`config.mk`:
```
export PLATFORM = sky130hd
export DESIGN_NAME = pcm_level_meter
export DESIGN_NICKNAME = d
export VERILOG_FILES = /design/src/rtl/pcm_level_meter_pkg.sv /design/src/rtl/pcm_level_meter_ctrl.sv /design/src/rtl/pcm_level_meter_dp.sv /design/src/rtl/pcm_level_meter.sv
export SDC_FILE = /design/constraint.sdc
export NUM_CORES = 1
export LEC_CHECK = 0
export BUFFER_PORTS_ARGS = -buffer_cell sky130_fd_sc_hd__buf_4
export CAP_MARGIN = 10
export CELL_PAD_IN_SITES_DETAIL_PLACEMENT = 0
export CELL_PAD_IN_SITES_GLOBAL_PLACEMENT = 2
export CORE_UTILIZATION = 37
export CTS_BUF_LIST = sky130_fd_sc_hd__clkbuf_8
export CTS_CLUSTER_DIAMETER = 120
export DETAILED_ROUTE_END_ITERATION = 12
export PLACE_DENSITY_LB_ADDON = 0.1
export SYNTH_ARGS = -nofsm -noshare
export SYNTH_HDL_FRONTEND = slang
export SYNTH_SLANG_ARGS = --single-unit
```
`constraint.sdc`:
```
create_clock -name clk -period 4.35 [get_ports clk]
set_input_delay 0.2175 -clock clk [delete_from_list [all_inputs] [get_ports clk]]
set_output_delay 0.2175 -clock clk [all_outputs]
set_load 0.02 [all_outputs]
```
`src/rtl/pcm_level_meter_pkg.sv`:
```
package pcm_level_meter_pkg;
  typedef struct packed {
    logic accClear;
    logic accUpdate;
    logic latchPeak;
    logic latchRaw;
    logic snapHigh;
  } meterCtl_t;
endpackage

```
`src/rtl/pcm_level_meter_ctrl.sv`:
```
module pcm_level_meter_ctrl
  import pcm_level_meter_pkg::*;
#(
  parameter int COUNT_W = 8
) (
  input  logic               clk,
  input  logic               rstN,
  input  logic               frameTick,
  input  logic               countWr,
  input  logic [COUNT_W-1:0] countData,
  input  logic               readLow,
  input  logic               readHigh,
  output meterCtl_t          ctl,
  output logic               ready
);
  logic [COUNT_W-1:0] countQ;
  logic [COUNT_W-1:0] frameCnt;
  logic               tickOk;
  logic               lastFrame;

  assign tickOk    = frameTick && !countWr;
  assign lastFrame = (countQ != '0) && (frameCnt == countQ - 1'b1);

  always_comb begin
    ctl.latchRaw  = tickOk && (countQ == '0);
    ctl.accUpdate = tickOk && (countQ != '0);
    ctl.latchPeak = ctl.accUpdate && lastFrame;
    ctl.accClear  = countWr || ctl.latchPeak;
    ctl.snapHigh  = readLow;
  end

  always_ff @(posedge clk) begin
    if (!rstN) begin
      countQ   <= '0;
      frameCnt <= '0;
      ready    <= 1'b0;
    end else begin
      if (countWr) begin
        countQ   <= countData;
        frameCnt <= '0;
      end else if (ctl.latchPeak) begin
        frameCnt <= '0;
      end else if (ctl.accUpdate) begin
        frameCnt <= frameCnt + 1'b1;
      end
      if (ctl.latchPeak || ctl.latchRaw) ready <= 1'b1;
      else if (readHigh)                 ready <= 1'b0;
    end
  end

  // the frame count never reaches the window length
  a_r3_cnt_in_window: assert property (@(posedge clk) disable iff (!rstN)
    (countQ != '0) |-> (frameCnt < countQ));
  // a count write restarts the window
  a_r2_restart: assert property (@(posedge clk) disable iff (!rstN)
    countWr |=> (frameCnt == '0));
  // a high read with no latch clears ready
  a_r7_clear: assert property (@(posedge clk) disable iff (!rstN)
    (readHigh && !ctl.latchPeak && !ctl.latchRaw) |=> !ready);
  // any latch sets ready
  a_r6_set: assert property (@(posedge clk) disable iff (!rstN)
    (ctl.latchPeak || ctl.latchRaw) |=> ready);
endmodule

```
`src/rtl/pcm_level_meter_dp.sv`:
```
module pcm_level_meter_dp
  import pcm_level_meter_pkg::*;
#(
  parameter int SAMPLE_W = 16
) (
  input  logic                clk,
  input  logic                rstN,
  input  meterCtl_t           ctl,
  input  logic [SAMPLE_W-1:0] sampleIn,
  output logic [SAMPLE_W-1:0] resultQ,
  output logic [SAMPLE_W/2-1:0] holdQ
);
  localparam int HALF = SAMPLE_W / 2;

  logic [SAMPLE_W-1:0] peakQ;
  logic [SAMPLE_W-1:0] absVal;
  logic [SAMPLE_W-1:0] peakNext;

  assign absVal   = sampleIn[SAMPLE_W-1] ? (~sampleIn + 1'b1) : sampleIn;
  assign peakNext = (absVal > peakQ) ? absVal : peakQ;

  always_ff @(posedge clk) begin
    if (!rstN) begin
      peakQ   <= '0;
      resultQ <= '0;
      holdQ   <= '0;
    end else begin
      if (ctl.accClear)       peakQ <= '0;
      else if (ctl.accUpdate) peakQ <= peakNext;
      if (ctl.latchPeak)      resultQ <= peakNext;
      else if (ctl.latchRaw)  resultQ <= sampleIn;
      if (ctl.snapHigh)       holdQ <= resultQ[SAMPLE_W-1:HALF];
    end
  end

  // a magnitude never exceeds the most negative sample's magnitude
  a_r4_peak_bound: assert property (@(posedge clk) disable iff (!rstN)
    peakQ <= (SAMPLE_W'(1) << (SAMPLE_W-1)));
  // the high hold only moves on a low read
  a_r8_hold_stable: assert property (@(posedge clk) disable iff (!rstN)
    !ctl.snapHigh |=> $stable(holdQ));
  // result only moves on a latch
  a_r10_result_stable: assert property (@(posedge clk) disable iff (!rstN)
    !(ctl.latchPeak || ctl.latchRaw) |=> $stable(resultQ));
endmodule

```
`src/rtl/pcm_level_meter.sv`:
```
module pcm_level_meter
  import pcm_level_meter_pkg::*;
#(
  parameter int SAMPLE_W = 16,
  parameter int COUNT_W  = 8
) (
  input  logic                  clk,
  input  logic                  rstN,
  input  logic                  frameTick,
  input  logic [SAMPLE_W-1:0]   sampleIn,
  input  logic                  countWr,
  input  logic [COUNT_W-1:0]    countData,
  input  logic                  readLow,
  input  logic                  readHigh,
  output logic [SAMPLE_W/2-1:0] lowByte,
  output logic [SAMPLE_W/2-1:0] highByte
);
  localparam int HALF = SAMPLE_W / 2;

  meterCtl_t           ctl;
  logic                ready;
  logic [SAMPLE_W-1:0] resultQ;

  pcm_level_meter_ctrl #(.COUNT_W(COUNT_W)) uCtrl (
    .clk(clk), .rstN(rstN), .frameTick(frameTick), .countWr(countWr),
    .countData(countData), .readLow(readLow), .readHigh(readHigh),
    .ctl(ctl), .ready(ready)
  );

  pcm_level_meter_dp #(.SAMPLE_W(SAMPLE_W)) uDp (
    .clk(clk), .rstN(rstN), .ctl(ctl), .sampleIn(sampleIn),
    .resultQ(resultQ), .holdQ(highByte)
  );

  assign lowByte = {resultQ[HALF-1:1], ready};
endmodule

```
# --- Word level (Yosys, flattened, before mapping) ---
# Index checks and enable logic that the tools add are counted.
op_classes:
  eq_ne: 1
  mul: 0
  n_shift: 0
  n_reduce_logical: 14
  add_sub_neg: 3
  div_mod_pow: 0
  muxes: 6
  magnitude_cmp: 1
  bitwise_logic: 2
ops:
  columns: ["op", "n"]
  rows:
  - ["16-bit two-way mux", 4]
  - ["16-bit by 1-bit adder with 16-bit output, second input constant", 1]
  - ["16-bit greater-than comparator", 1]
  - ["16-bit inverter", 1]
  - ["8-bit by 1-bit adder with 8-bit output, second input constant", 1]
  - ["8-bit == test", 1]
  - ["8-bit zero test", 1]
  - ["8-bit nonzero test", 1]
  - ["8-bit by 1-bit subtractor with 8-bit output, second input constant", 1]
  - ["1-bit logical AND", 5]
  - ["2-bit nonzero test", 2]
  - ["3-bit OR reduction", 1]
  - ["1-bit logical OR", 2]
  - ["1-bit two-way mux", 2]
  - ["2-bit OR reduction", 1]
  - ["1-bit zero test", 1]
  - ["1-bit inverter", 1]
totals:
  memories: 0
  ramBits: 0
  latchBits: 0
  elab_cells: 33
  mem_bits_ro: 0
  register_bits: 57

# --- Depth between registers and ports, before layout ---
depth:
  depth_word: 6
  mapped_depth: 16

# --- By module ---
# Synthesis repeated with hierarchy kept, for this count alone.
unflattened:
  cells_unflattened: 394
  hier_area_um2: 3563.4
modules_own_cells:
  columns: ["mod", "cells_each", "seq_area_each_um2", "area_per_inst_um2", "instances"]
  rows:
  - ["pcm_level_meter_dp", 277, 800.8, 2486.1, 1]
  - ["pcm_level_meter_ctrl", 116, 340.3, 1069.8, 1]
  - ["pcm_level_meter", 1, 0.0, 7.5, 1]

# --- Worst setup path before layout ---
# OpenSTA, ideal clock, no wires.
synth_timing:
  path_type: "input-to-reg"
  from: "input port sampleIn[8]"
  to: "register uDp.resultQ[12]"
  path_slack_ns: 0.581
  arrival_ns: 3.637
  setup_ns: 0.132
  path_buffers: 3
  stages: 14
  path_cell_list: "or4_4 or4_4 o41ai_4 xnor2_1 ha_1 nand4_1 or4_1 buf_2 a21o_4 and3_1 clkbuf_2 buf_2 o31ai_1 a21oi_1"
synth_between:
  elab_chain_cells: 6
synth_lines:
  columns: ["item", "line", "text"]
  rows:
  - ["start, declared", "pcm_level_meter.sv:10", "input logic [SAMPLE_W-1:0] sampleIn,"]
  - ["16-bit inverter", "pcm_level_meter_dp.sv:19", "assign absVal = sampleIn[SAMPLE_W-1] ? (~sampleIn + 1'b1) : sampleIn;"]
  - ["16-bit by 1-bit adder with 16-bit output", "pcm_level_meter_dp.sv:19", null]
  - ["16-bit two-way mux *", "pcm_level_meter_dp.sv:19", null]
  - ["16-bit greater-than comparator", "pcm_level_meter_dp.sv:20", "assign peakNext = (absVal > peakQ) ? absVal : peakQ;"]
  - ["16-bit two-way mux *", "pcm_level_meter_dp.sv:20", null]
  - ["16-bit two-way mux *", "pcm_level_meter_dp.sv:30", "if (ctl.latchPeak) resultQ <= peakNext;"]
  - ["end signal, assigned", "pcm_level_meter_dp.sv:30", null]
  - ["end signal, assigned", "pcm_level_meter_dp.sv:31", "else if (ctl.latchRaw) resultQ <= sampleIn;"]
  - ["end, declared", "pcm_level_meter_dp.sv:10", "output logic [SAMPLE_W-1:0] resultQ,"]
# Every way passes the cells marked *; elsewhere a longest branch is shown, timed or not.
# A chain may end at the register's enable or synchronous reset.

# --- Worst setup path in the final report ---
layout_timing:
  from: "input port sampleIn[8]"
  to: "register uDp.peakQ[12]"
layout_between:
  elab_chain_cells: 5
layout_lines:
  columns: ["item", "line", "text"]
  rows:
  - ["16-bit inverter", "pcm_level_meter_dp.sv:19", null]
  - ["16-bit by 1-bit adder with 16-bit output", "pcm_level_meter_dp.sv:19", null]
  - ["16-bit two-way mux *", "pcm_level_meter_dp.sv:19", null]
  - ["16-bit greater-than comparator", "pcm_level_meter_dp.sv:20", null]
  - ["16-bit two-way mux *", "pcm_level_meter_dp.sv:20", null]
  - ["end signal, assigned", "pcm_level_meter_dp.sv:29", "else if (ctl.accUpdate) peakQ <= peakNext;"]
  - ["end, declared", "pcm_level_meter_dp.sv:15", "logic [SAMPLE_W-1:0] peakQ;"]
# Marked as above.

==> metrics.yaml <==
hp-class: "input port to register"
netlist_instances: 450
via_per_inst: 5.48
synth_cell_type_count: 46
drc: 0
synth_compound_area_frac: 0.179
swShare: 0.327
synthFlopType: "dfxtp_1"
finalSetupTns_ns: 0
antenna_found_initial: 0
syn_area_mm2: 0.00381
area_delta_synth_final_pct: 13.4
reg2reg_slack_ns: 1.43
antenna_left: 0
die_h_um: 104
multi_input_area_mm2: 0.00239
die-area_mm2: 0.0107
cts_tree: "yes"
finalSetupViolations: 0
max_freq_mhz: 257
vias: 3345
rows: 36
grt_max_degree: 34
async_flop_share: 0
reg2reg_depth: 10
synth-xor-area-share: 0.0735
cts_hold_buffers: 0
final_cell_mix: "buf_4, dfxtp_1, nor3_1"
holdCritStartpoint: "countData[4]"
cp_max_fo: 16
power_density_mw_per_mm2: 292
synthMuxAreaShare: 0.0916
num_antenna_cells: 0
cts_root_buf: "clkbuf_8"
clkSinkCount: 56
cts-buffers-inserted: 5
drt_first_iter_violations: 110
fillers: 1008
numPortBuffers: 45
io_pins: 46
layout_commonest_cell: "buf_4"
arrival_ns: 4.10
synth_edf_count: 0
grt_pass1_vias: 3214
timing.final.crit_share: 0.896
place_hpwl_mm: 7.77
drv_slew: 0
startpoint_type: "input port"
synth_top_family_by_area: "simple AND/OR/NAND/NOR gates"
fp.dieW_um: 104
fin_crit_ns: 3.90
place.gp.congestion: 0.796
worst_slew_pin_slew_ns: 0.782
seq_power_share: 0.432
relSlewSlack: 0.476
reg2reg_from: "uCtrl.countQ[0]"
syn_nets: 499
rsz0062_at_grt: "false"
hold_viol_final: 0
hold_end: "uCtrl.countQ[4]"
skew_ns: 0.00637
p_comb_frac: 0.290
rr_endpoint: "uDp.peakQ[1]"
cp.required_ns: 4.55
synthAdderAreaFrac: 0.0624
clock_latency_ns: 0.31
core-area_mm2: 0.00986
grtUsageTotal: 0.206
synth-simple-area-share: 0.222
fin_nets: 525
clk_pin_slew_ns: 0.10
clockBufferDepth: 2
grt_pass1_wl_mm: 17.8
grt-ovfl-total: 0
seqCellArea_mm2: 0.00112
synth-seq-cells: 56
drive_gt1_frac: 0.216
irDropWorstVdd_v: 0.000112
synth.yosys.seq_area_share: 0.294
p_int_uw: 850
cts-resized-gates: 0
ys.warnings.count: 0
avgSynthCellArea_um2: 8.47
firstDrtPassIters: 4
status: "completed"
htreeDepth: 2
maxCapViolations: 0
totalWireLength_mm: 10.7
power_mw: 1.26
p_leak_nw: 1.59
hold_path_depth: 3
p_sw_uw: 412
wl_per_cell_um: 17.6
path_class: "input port to register"
utilization: 0.438
clkPwrFrac: 0.278
end_kind: "register"
start_util: 0.386
post_cts_buffers: 0
==> synthesized netlist by cell type (7+ instances only) <==
cell type,instances,share of area
dfxtp_1,56,0.29
nor3_1,38,0.050
a21oi_1,36,0.047
xnor2_1,22,0.051
inv_1,21,0.021
o31ai_1,20,0.039
ha_1,19,0.062
nor2b_1,19,0.031
o21ai_1,19,0.025
mux2i_1,18,0.047
a31oi_1,17,0.028
nand2_1,16,0.016
mux2_2,15,0.044
nor4_1,15,0.025
buf_2,14,0.018
clkbuf_1,14,0.014
buf_4,12,0.024
nor2_1,12,0.012
nor3_2,10,0.026
xor2_1,10,0.023
nand4_1,7,0.011
==> power by group through the flow <==
stage / combinational, mW / clock [mW] / sequential, mW
2_1_floorplan: 0.253 / 0 / 0.552
3_3_place_gp: 0.360 / 0 / 0.557
3_5_place_dp: 0.363 / 0 / 0.557
4_1_cts: 0.365 / 0.369 / 0.545
5_1_grt: 0.401 / 0.383 / 0.548
6_report: 0.366 / 0.351 / 0.545
==> final cells by class <==
cell class                 instances  share of cell area
multi-input combinational        332               0.554
inverter                          21              0.0182
timing repair buffer              60               0.104
tap                              133              0.0385
clock buffer                       5              0.0159
sequential                        56               0.259
clock inverter                     3             0.00984
==> per-layer routing <==
metal	GRT usage	routed length, µm	part of all wire
met1	0.290	5380	0.50
met2	0.325	4820	0.45
met4	0.0611	211	0.020
met3	0.0277	324	0.030
met5	0	0	0
==> registers in the layout, indices dropped and copies added (netlist names), named ones only <==
name and count:
uDp.holdQ 8, uCtrl.frameCnt 8, uDp.peakQ 15, uCtrl.ready 1
uDp.resultQ 15, uCtrl.countQ 8
==> cell families (layout without fill, tap and decap cells) <==
logic type               after synthesis  count (layout)
adder cells (fa/ha/maj)               19              19
XOR/XNOR                              32              32
flip-flops                            56              56
AO/OA/AOI/OAI                        106             106
buffers and inverters                 62              89
multiplexers                          33              33
AND/OR/NAND/NOR                      142             142
==> worst max-delay path: stages <==
cell and delay [ns]:
buf_4 0.12, or4_4 0.54, or4_4 0.51, o41ai_4 0.23
xnor2_1 0.16, ha_1 0.32, nand4_1 0.12, or4_1 0.57
buf_4 0.22, or2_1 0.28, and2_1 0.43, a21oi_1 0.28
nor3_2 0.06
==> worst max path at each step <==
stage                     cells past startpoint   startpoint               to
after floorplan                              14  sampleIn[8]  uDp.resultQ[12]
after global placement                       13  sampleIn[8]     uDp.peakQ[9]
after detailed placement                     13  sampleIn[8]     uDp.peakQ[8]
after CTS                                    13  sampleIn[8]     uDp.peakQ[8]
after global routing                         13  sampleIn[8]     uDp.peakQ[7]
final                                        13  sampleIn[8]    uDp.peakQ[12]
==> metrics by stage <==
| step | setup WS (ns) | std cells | area (µm²) | hold slack [ns] |
|---|---|---|---|---|
| 3_3_place_gp | 0.195 | 602 | 4210 | 0.477 |
| 2_1_floorplan | 0.581 | 450 | 3810 | 0.346 |
| 6_report | 0.452 | 610 | 4320 | 0.156 |
| 5_1_grt | 0.308 | 610 | 4320 | 0.166 |
| 4_1_cts | 0.481 | 610 | 4320 | 0.149 |
| 3_5_place_dp | 0.152 | 602 | 4210 | 0.478 |
Note: power is estimated with default switching activity, not from simulation.
